[config.mk]
export PLATFORM = sky130hd
export DESIGN_NAME = ld_order_guard
export DESIGN_NICKNAME = d
export VERILOG_FILES = /design/src/rtl/log_pkg.sv /design/src/rtl/log_entry.sv /design/src/rtl/log_oldest_pick.sv /design/src/rtl/log_exec_port.sv /design/src/rtl/ld_order_guard.sv
export SDC_FILE = /design/constraint.sdc
export NUM_CORES = 2
export LEC_CHECK = 0
export CORE_UTILIZATION = 31
export DETAILED_ROUTE_END_ITERATION = 8
export GPL_ROUTABILITY_DRIVEN = 0
export PLACE_DENSITY_LB_ADDON = 0.25
export SYNTH_ARGS = -nofsm -noshare
export SYNTH_HDL_FRONTEND = slang
export SYNTH_SLANG_ARGS = --single-unit
[constraint.sdc]
create_clock -name clk -period 173.5 [get_ports clk]
set_input_delay 52.05 -clock clk [delete_from_list [all_inputs] [get_ports clk]]
set_output_delay 52.05 -clock clk [all_outputs]
set_load 0.02 [all_outputs]
[src/rtl/log_pkg.sv]
`timescale 1ns/1ps
package log_pkg;
  localparam int unsigned SEQ_MAXW = 32;

  // a older than b: modular difference, sign bit moved to the top
  function automatic logic seq_older(input logic [31:0] a, input logic [31:0] b,
                                     input int unsigned w);
    logic [31:0] d;
    d = (a - b) << (SEQ_MAXW - w);
    return d[SEQ_MAXW-1];
  endfunction
endpackage

[src/rtl/log_entry.sv]
`timescale 1ns/1ps
module log_entry #(
  parameter int SEQ_W  = 10,
  parameter int ADDR_W = 32,
  parameter int DATA_W = 32
) (
  input  logic              clk,
  input  logic              rst,
  input  logic              free_en,
  input  logic              alloc_en,
  input  logic [SEQ_W-1:0]  alloc_seq,
  input  logic [ADDR_W-1:0] alloc_addr,
  input  logic              exec_en,
  input  logic              kill_en,
  input  logic [SEQ_W-1:0]  kill_seq,
  input  logic              st_valid,
  input  logic [SEQ_W-1:0]  st_seq,
  input  logic [ADDR_W-1:0] st_addr,
  input  logic [DATA_W-1:0] st_data,
  output logic              e_valid,
  output logic [SEQ_W-1:0]  e_seq,
  output logic              e_fwd_valid,
  output logic [SEQ_W-1:0]  e_fwd_seq,
  output logic [DATA_W-1:0] e_fwd_data,
  output logic              e_viol
);
  import log_pkg::*;

  logic              valid_q, ran_q, fwd_q;
  logic [SEQ_W-1:0]  seq_q, fseq_q;
  logic [ADDR_W-1:0] addr_q;
  logic [DATA_W-1:0] fdata_q;

  logic match, ran_now, shadowed, take, dropped;

  always_comb begin
    match    = valid_q && st_valid && (addr_q == st_addr)
               && seq_older(32'(st_seq), 32'(seq_q), SEQ_W);
    ran_now  = ran_q || exec_en;
    shadowed = fwd_q && seq_older(32'(st_seq), 32'(fseq_q), SEQ_W);
    e_viol   = match && ran_now && !shadowed;
    take     = match && !ran_now
               && (!fwd_q || seq_older(32'(fseq_q), 32'(st_seq), SEQ_W));
    dropped  = valid_q && kill_en && !seq_older(32'(seq_q), 32'(kill_seq), SEQ_W);
  end

  always_ff @(posedge clk) begin
    if (rst) begin
      valid_q <= 1'b0;
      ran_q   <= 1'b0;
      fwd_q   <= 1'b0;
    end else if (free_en) begin
      valid_q <= 1'b0;
    end else if (alloc_en) begin
      valid_q <= 1'b1;
      ran_q   <= 1'b0;
      fwd_q   <= 1'b0;
    end else if (dropped) begin
      valid_q <= 1'b0;
    end else begin
      if (take)               fwd_q <= 1'b1;
      if (exec_en && valid_q) ran_q <= 1'b1;
    end
  end

  // payload fields carry no reset
  always_ff @(posedge clk) begin
    if (!free_en && alloc_en) begin
      seq_q  <= alloc_seq;
      addr_q <= alloc_addr;
    end
    if (!free_en && !alloc_en && !dropped && take) begin
      fseq_q  <= st_seq;
      fdata_q <= st_data;
    end
  end

  assign e_valid     = valid_q;
  assign e_seq       = seq_q;
  assign e_fwd_valid = fwd_q;
  assign e_fwd_seq   = fseq_q;
  assign e_fwd_data  = fdata_q;
endmodule

[src/rtl/log_oldest_pick.sv]
`timescale 1ns/1ps
module log_oldest_pick #(
  parameter int N     = 16,
  parameter int SEQ_W = 10
) (
  input  logic [N-1:0]     cand,
  input  logic [SEQ_W-1:0] seqs [N],
  output logic             any,
  output logic [SEQ_W-1:0] oldest
);
  import log_pkg::*;

  always_comb begin
    any    = 1'b0;
    oldest = '0;
    for (int i = 0; i < N; i++) begin
      if (cand[i] && (!any || seq_older(32'(seqs[i]), 32'(oldest), SEQ_W))) begin
        any    = 1'b1;
        oldest = seqs[i];
      end
    end
  end
endmodule

[src/rtl/log_exec_port.sv]
`timescale 1ns/1ps
module log_exec_port #(
  parameter int N      = 16,
  parameter int SLOT_W = 4,
  parameter int SEQ_W  = 10,
  parameter int DATA_W = 32
) (
  input  logic              clk,
  input  logic              rst,
  input  logic              exec_valid,
  input  logic [SLOT_W-1:0] exec_slot,
  input  logic              ent_valid    [N],
  input  logic              ent_fwd      [N],
  input  logic [SEQ_W-1:0]  ent_fwd_seq  [N],
  input  logic [DATA_W-1:0] ent_fwd_data [N],
  output logic              res_valid,
  output logic              res_hit,
  output logic [SEQ_W-1:0]  res_seq,
  output logic [DATA_W-1:0] res_data
);
  logic              sel_v, sel_f;
  logic [SEQ_W-1:0]  sel_s;
  logic [DATA_W-1:0] sel_d;

  always_comb begin
    sel_v = 1'b0;
    sel_f = 1'b0;
    sel_s = '0;
    sel_d = '0;
    for (int i = 0; i < N; i++) begin
      if (exec_slot == SLOT_W'(i)) begin
        sel_v = ent_valid[i];
        sel_f = ent_fwd[i];
        sel_s = ent_fwd_seq[i];
        sel_d = ent_fwd_data[i];
      end
    end
  end

  always_ff @(posedge clk) begin
    if (rst) begin
      res_valid <= 1'b0;
      res_hit   <= 1'b0;
      res_seq   <= '0;
      res_data  <= '0;
    end else begin
      res_valid <= exec_valid && sel_v;
      res_hit   <= exec_valid && sel_v && sel_f;
      res_seq   <= sel_s;
      res_data  <= sel_d;
    end
  end
endmodule

[src/rtl/ld_order_guard.sv]
`timescale 1ns/1ps
module ld_order_guard #(
  parameter int N_LOADS = 16,
  parameter int SEQ_W   = 10,
  parameter int ADDR_W  = 32,
  parameter int DATA_W  = 32,
  localparam int SLOT_W = (N_LOADS > 1) ? $clog2(N_LOADS) : 1
) (
  input  logic              clk,
  input  logic              rst,
  input  logic              alloc_valid,
  input  logic [SLOT_W-1:0] alloc_slot,
  input  logic [SEQ_W-1:0]  alloc_seq,
  input  logic [ADDR_W-1:0] alloc_addr,
  input  logic              exec_valid,
  input  logic [SLOT_W-1:0] exec_slot,
  input  logic              free_valid,
  input  logic [SLOT_W-1:0] free_slot,
  input  logic              st_valid,
  input  logic [SEQ_W-1:0]  st_seq,
  input  logic [ADDR_W-1:0] st_addr,
  input  logic [DATA_W-1:0] st_data,
  output logic              res_valid,
  output logic              res_hit,
  output logic [SEQ_W-1:0]  res_seq,
  output logic [DATA_W-1:0] res_data,
  output logic              flush_valid,
  output logic [SEQ_W-1:0]  flush_seq
);
  logic              ent_valid    [N_LOADS];
  logic [SEQ_W-1:0]  ent_seq      [N_LOADS];
  logic              ent_fwd      [N_LOADS];
  logic [SEQ_W-1:0]  ent_fwd_seq  [N_LOADS];
  logic [DATA_W-1:0] ent_fwd_data [N_LOADS];
  logic [N_LOADS-1:0] viol_vec;

  logic             viol_any;
  logic [SEQ_W-1:0] viol_seq;

  for (genvar g = 0; g < N_LOADS; g++) begin : g_slot
    log_entry #(.SEQ_W(SEQ_W), .ADDR_W(ADDR_W), .DATA_W(DATA_W)) u_ent (
      .clk         (clk),
      .rst         (rst),
      .free_en     (free_valid  && (free_slot  == SLOT_W'(g))),
      .alloc_en    (alloc_valid && (alloc_slot == SLOT_W'(g))),
      .alloc_seq   (alloc_seq),
      .alloc_addr  (alloc_addr),
      .exec_en     (exec_valid  && (exec_slot  == SLOT_W'(g))),
      .kill_en     (viol_any),
      .kill_seq    (viol_seq),
      .st_valid    (st_valid),
      .st_seq      (st_seq),
      .st_addr     (st_addr),
      .st_data     (st_data),
      .e_valid     (ent_valid[g]),
      .e_seq       (ent_seq[g]),
      .e_fwd_valid (ent_fwd[g]),
      .e_fwd_seq   (ent_fwd_seq[g]),
      .e_fwd_data  (ent_fwd_data[g]),
      .e_viol      (viol_vec[g])
    );
  end

  log_oldest_pick #(.N(N_LOADS), .SEQ_W(SEQ_W)) u_pick (
    .cand   (viol_vec),
    .seqs   (ent_seq),
    .any    (viol_any),
    .oldest (viol_seq)
  );

  log_exec_port #(.N(N_LOADS), .SLOT_W(SLOT_W), .SEQ_W(SEQ_W), .DATA_W(DATA_W)) u_port (
    .clk          (clk),
    .rst          (rst),
    .exec_valid   (exec_valid),
    .exec_slot    (exec_slot),
    .ent_valid    (ent_valid),
    .ent_fwd      (ent_fwd),
    .ent_fwd_seq  (ent_fwd_seq),
    .ent_fwd_data (ent_fwd_data),
    .res_valid    (res_valid),
    .res_hit      (res_hit),
    .res_seq      (res_seq),
    .res_data     (res_data)
  );

  always_ff @(posedge clk) begin
    if (rst) begin
      flush_valid <= 1'b0;
      flush_seq   <= '0;
    end else begin
      flush_valid <= viol_any;
      if (viol_any) flush_seq <= viol_seq;
    end
  end
endmodule

After elaboration in Yosys (flattened, before gate mapping):

Index checks and enable logic that the tools add are counted.

* mux-type cells: 224
* bitwise operators: 16
* reductions and logical operators: 578
* add/sub/neg operators: 79
* eq/ne operators: 77

Operator list (count)
* $sub A10 B10 Y10: 79
* $eq A32 B32 Y1: 16
* $mux W32: 16
* $mux W10: 32
* $logic_and A1 B1 Y1: 305
* $mux W1: 176
* $logic_not A1 Y1: 127
* $eq A4 B4 Y1 const B: 24
* $reduce_and A3 Y1: 32
* $reduce_bool A2 Y1: 48
* $eq A4 B3 Y1 const B: 12
* $logic_or A1 B1 Y1: 47
* $ne A2 B1 Y1 const B: 16
* $reduce_or A2 Y1: 16
* $eq A4 B2 Y1 const B: 6
* $not A1 Y1: 16
* $eq A4 B1 Y1 const B: 3
* $logic_not A4 Y1: 3

* output and inout port bits: 55
* word-level logic and storage cells: 1092
* register bits after elaboration: 1447
* input bits: 134

Longest topological paths before layout:

* depth after elaboration: 72
* depth in mapped cells: 230
* depth with buffers taken out: 210

Cells and area by module:

A second synthesis with hierarchy kept.

* cell total of the unflattened synthesis: 6879
* area, all modules: 81296.7 sq um

Modules (own cells, without submodules)
* log_entry: times used 16, seq. area each 2582.5 sq um, area each 4088.9 sq um, cells an instance 291
* log_exec_port: times used 1, seq. area each 880.8 sq um, area each 8269.2 sq um, cells an instance 1150
* log_oldest_pick: times used 1, seq. area each 0.0 sq um, area each 6876.6 sq um, cells an instance 970
* ld_order_guard: times used 1, seq. area each 220.2 sq um, area each 728.2 sq um, cells an instance 103

Worst setup path after synthesis:

Ideal clock, no wire load.

* path kind: input to register
* start: input port st_seq[6]
* end: register g_slot[1].u_ent.fdata_q[0], enable pin
* setup slack: 78130 ps
* stages: 220
* required time: 172990 ps
* library setup time: 510 ps
* arrival: 94859 ps
* path through: inv_1 -> ha_1 -> a21oi_1 -> nor2_1 -> a211oi_1 -> a211oi_1 -> or4_1 -> nor2_1 -> clkbuf_1 -> nand2_1 -> ha_1 -> a21oi_1 -> nor2_1 -> a2111oi_0 -> o21ai_1 -> xor2_1 -> a21boi_1 -> clkbuf_1 -> [184 not listed] -> or3_1 -> a31oi_2 -> buf_2 -> clkbuf_1 -> nor2_1 -> a21oi_1 -> ha_1 -> nor2b_1 -> o21ai_0 -> nand2b_1 -> a21oi_1 -> nor2b_1 -> o21ai_0 -> nand2b_1 -> a221oi_1 -> xnor2_1 -> o21ai_1 -> a221oi_1

* word-level cells in the longest chain between the ends: 71

RTL lines
* start: declaration: line ld_order_guard.sv:20 `input logic [SEQ_W-1:0] st_seq,`
* $sub A10 B10 Y10: line log_pkg.sv:9 `d = (a - b) << (SEQ_MAXW - w);`
* $logic_and A1 B1 Y1 (on tied branches): line log_entry.sv:38, log_entry.sv:40
* $logic_and A1 B1 Y1 or $logic_not A1 Y1 (tied branches): line log_entry.sv:41 `e_viol = match && ran_now && !shadowed;`
* $logic_and A1 B1 Y1: line log_entry.sv:41
* $mux W10 or $mux W1 (tied branches): line log_oldest_pick.sv:17 `if (cand[i] && (!any || seq_older(32'(seqs[i]), 32'(oldest), SEQ_W))) begin`
* $sub A10 B10 Y10 or $logic_not A1 Y1 (tied branches): line log_pkg.sv:9, log_oldest_pick.sv:17
* $logic_or A1 B1 Y1: line log_oldest_pick.sv:17
* $logic_and A1 B1 Y1: line log_oldest_pick.sv:17
* [55 not listed]
* $logic_and A1 B1 Y1: line log_oldest_pick.sv:17
* $mux W10: line log_oldest_pick.sv:17
* $sub A10 B10 Y10: line log_pkg.sv:9
* $logic_not A1 Y1: line log_entry.sv:44 `dropped = valid_q && kill_en && !seq_older(32'(seq_q), 32'(kill_seq), SEQ_W);`
* $logic_and A1 B1 Y1: line log_entry.sv:44
* $logic_not A1 Y1: line log_entry.sv:72 `if (!free_en && !alloc_en && !dropped && take) begin`
* $logic_and A1 B1 Y1: line log_entry.sv:72
* $logic_and A1 B1 Y1 (*): line log_entry.sv:72
* end signal: assignment: line log_entry.sv:74 `fdata_q <= st_data;`
* end: declaration: line log_entry.sv:32 `logic [DATA_W-1:0] fdata_q;`

Every way passes the cells marked *; elsewhere a longest branch is shown, timed or not.
A chain may end at the register's enable or synchronous reset.

Worst setup path after layout:

* start: input port st_addr[9]
* end: register g_slot[6].u_ent.fdata_q[3], enable pin

* word-level cells in the longest chain between the ends: 72

RTL lines
* start: declaration: line ld_order_guard.sv:21 `input logic [ADDR_W-1:0] st_addr,`
* $eq A32 B32 Y1: line log_entry.sv:37 `match = valid_q && st_valid && (addr_q == st_addr)`
* $logic_and A1 B1 Y1: line log_entry.sv:37
* $logic_and A1 B1 Y1: line log_entry.sv:38 `&& seq_older(32'(st_seq), 32'(seq_q), SEQ_W);`
* $logic_and A1 B1 Y1 (2 in a row): line log_entry.sv:41
* $mux W10 or $mux W1 (tied branches): line log_oldest_pick.sv:17
* $sub A10 B10 Y10 or $logic_not A1 Y1 (tied branches): line log_pkg.sv:9, log_oldest_pick.sv:17
* $logic_or A1 B1 Y1: line log_oldest_pick.sv:17
* $logic_and A1 B1 Y1: line log_oldest_pick.sv:17
* [55 not listed]
* $logic_and A1 B1 Y1: line log_oldest_pick.sv:17
* $mux W10: line log_oldest_pick.sv:17
* $sub A10 B10 Y10: line log_pkg.sv:9
* $logic_not A1 Y1: line log_entry.sv:44
* $logic_and A1 B1 Y1: line log_entry.sv:44
* $logic_not A1 Y1: line log_entry.sv:72
* $logic_and A1 B1 Y1: line log_entry.sv:72
* $logic_and A1 B1 Y1 (*): line log_entry.sv:72
* end signal: assignment: line log_entry.sv:74
* end: declaration: line log_entry.sv:32

Marked as above.

==> run metrics <==
vias in the first global route about 53000; CTS clock-pin slew for the worst setup and hold paths 60 ps; Final Max Tran Viols 0; worst-case vdd ir drop 0.00927 mV; Core Rows 181; first-pass GRT wire length 391000 um; Slew @ Worst Pin 1430 ps; Syn Area/Cell between 10 and 15 sq um; Fin Clk Skew between 70 and 80 ps; Fin. Hold Viols 0; worst hold-check path type register to register; largest net degree at the start of global routing between 40 and 50; fin crit share 0.562; DRT Pass-1 Iters 6; share of layout cells above drive strength 1 0.0915; io pins around 190; FILL cells 23400; Max Fclk 10.2 MHz; number of synthesized flops with an enable pin 1344; Sinks on Clock Net 1447; CP max stage cell a21boi_1; Starting Density 0.313; internal power just over 0.6 mW; sequential fraction of the synthesis area 0.556; CTS tree yes; Final setup viols 0; WHS Path Cells 2; # nets final ~7300; CP Class primary input to register; Async SR Flop Fraction 0; status finished, final reports clean; vias per cell approximately 5.5; flops & latches, synth 1447; Num CTS Buffers 165; hold_buf cts 0; Final ANT Viol Nets 0; htree depth 4; Synth Flop Type edfxtp_1; leading area contributor after synthesis edfxtp_1; mapped cell area about 76000 sq um; CTS Buffer Depth 3; CP max FO 42; synth unique cells 114; Largest stage delay, worst path 890 ps; wire length per cell 28.1 um; Layout Utilization 0.362; synth warn 0; dpl hpwl around 180000 um; unrepaired setup endpoints after global routing false; cts repair resizes 0; global-route usage over all layers 0.219; top cells by area, synth edfxtp_1, ha_1, xnor2_1, xor2_1, dfxtp_1; Register Area roughly 42000 sq um; initial antenna violation count 22; initial detailed-routing violation count 5634; critical path's most frequent cell o21ai_0; relative slew slack 0.0468; startpoint type of the worst setup path primary input; full die area 248000 sq um; most frequent cell after synthesis edfxtp_1; Clk pwr share 0.437; crit path DAT 98030 ps; Max Cap Viol 0; minimum clock period about 100000 ps; Post-Syn Nets 6953; Root Driver clkbuf_16; power density over the cells 9.10 nW/um^2; Setup Fix Bufs, Post-CTS 0; top cells by count, synth edfxtp_1, ha_1, inv_1, a21oi_1, xnor2_1; drt total wl 277000 um; Multi-input gate area 31500 sq um; Die Span X 498 um; Sw Share 0.250; Area Overhead vs Synth 15.9%; TNS Setup 0 ps; PortBufs between 150 and 200; Yosys top cell area share 0.529; gr ovfl total 0; Worst R2R Setup Slack roughly 130000 ps; Logic pwr share 0.081; via count about 54000; Static Leak between 30 and 40 nW; Synth Instances between 6000 and 7000; Die Height 498 um; Flop pwr share 0.483; core area ~240000 sq um; crit end category register; Net Sw Power 0.201 mW; critical path data required time 173950 ps; reg2reg path depth a little over 200; Clk Latency, worst-skew pair 850 ps; drt drc 0
-- worst paths after layout --
kind                                     start                            end
setup / recovery                    st_addr[9]  g_slot[6].u_ent.e_fwd_data[3]
setup reg to reg  g_slot[0].u_ent.e_fwd_seq[4]  g_slot[6].u_ent.e_fwd_data[3]
hold reg to reg          g_slot[9].u_ent.ran_q          g_slot[9].u_ent.ran_q
hold / removal           g_slot[9].u_ent.ran_q          g_slot[9].u_ent.ran_q
-- cells in the final DEF, fill, tap and decap left out, drive strengths merged, types with 23 or more instances in the layout --
cell and instances:
nand2 312, a22oi 158, and2 24, xor2 266, inv 459, nor2 262
a21oi 375, o211ai 73, nor4 82, clkdlybuf4s50 173, nand3 77, buf 203
clkinv 69, nand4 226, ha 625, mux2 26, a211oi 33, nor3 68
clkbuf 202, nor2b 97, nand2b 138, edfxtp 1344, dfxtp 103, a21o 141
mux4 38, xnor2 367, a221oi 89, o21ai 237, mux2i 53, and3 23
-- stage by stage --
step                      instance area (sq um)  hold WS [ps]  setup slack [ps]  instances  power (mW)
after floorplan                           76200           423             78130       6194       0.426
after global routing                      88300           465             71790       9866       0.827
after global placement                    82900           435             77110       9568       0.459
final                                     88300           447             75920       9870       0.804
after CTS                                 88300           446             76660       9861       0.809
after detailed placement                  82900           437             75930       9568       0.460
-- power groups by stage --
stage               Sequential, mW  Combinational [mW]  Clock (mW)
finish                       0.388              0.0650       0.351
floorplan                    0.395              0.0306           0
detailed placement           0.395              0.0644           0
CTS                          0.388              0.0647       0.357
global route                 0.388              0.0691       0.370
global placement             0.395              0.0638           0
-- cell type report --
cell class | count | area share
clock inverters | 92 | 0.0123
flip-flops and latches | 1447 | 0.480
inverters | 455 | 0.0193
repair buffers | 377 | 0.0366
well taps | 3202 | 0.0454
clock buffers | 201 | 0.0490
diodes | 9 | 0.000255
multi-input cells | 4087 | 0.357
-- registers in the layout, summed over array words and instances, names as in the netlist, 10 cells and up --
| signal | cells |
|---|---|
| g_slot.u_ent.e_fwd_data | 512 |
| u_port.res_seq | 10 |
| u_port.res_data | 32 |
| flush_seq | 10 |
| g_slot.u_ent.addr_q | 512 |
| g_slot.u_ent.e_fwd_valid | 16 |
| g_slot.u_ent.e_seq | 160 |
| g_slot.u_ent.ran_q | 16 |
| g_slot.u_ent.e_valid | 16 |
| g_slot.u_ent.e_fwd_seq | 160 |
-- routing by layer --
| metal | up-vias | share of wire | GRT usage |
|---|---|---|---|
| met5 | - | 0.00031 | 0 |
| met4 | 12 | 0.045 | 0.0909 |
| met3 | 517 | 0.072 | 0.0352 |
| met2 | 2245 | 0.45 | 0.348 |
| met1 | 27200 | 0.43 | 0.296 |
| li1 | 23900 | - | - |
-- kinds of logic after synthesis --
logic type | after synthesis | share of synthesized area
simple gates | 1414 | 0.0983
flops | 1447 | 0.556
xor+xnor | 635 | 0.0737
compound gates | 1296 | 0.114
mux | 117 | 0.0221
fa+ha+maj | 625 | 0.103
buf+inv | 660 | 0.0333
-- critical path: cells and delay by family --
| family | cells | cell delay, ps |
|---|---|---|
| AO/OA/AOI/OAI | 97 | 21860 |
| AND/OR/NAND/NOR | 54 | 10010 |
| XOR/XNOR | 10 | 2380 |
| multiplexers | 9 | 2480 |
| buffers and inverters | 19 | 4250 |
| adder cells (fa/ha/maj) | 16 | 4750 |
Power figures use the tool's default switching activity.
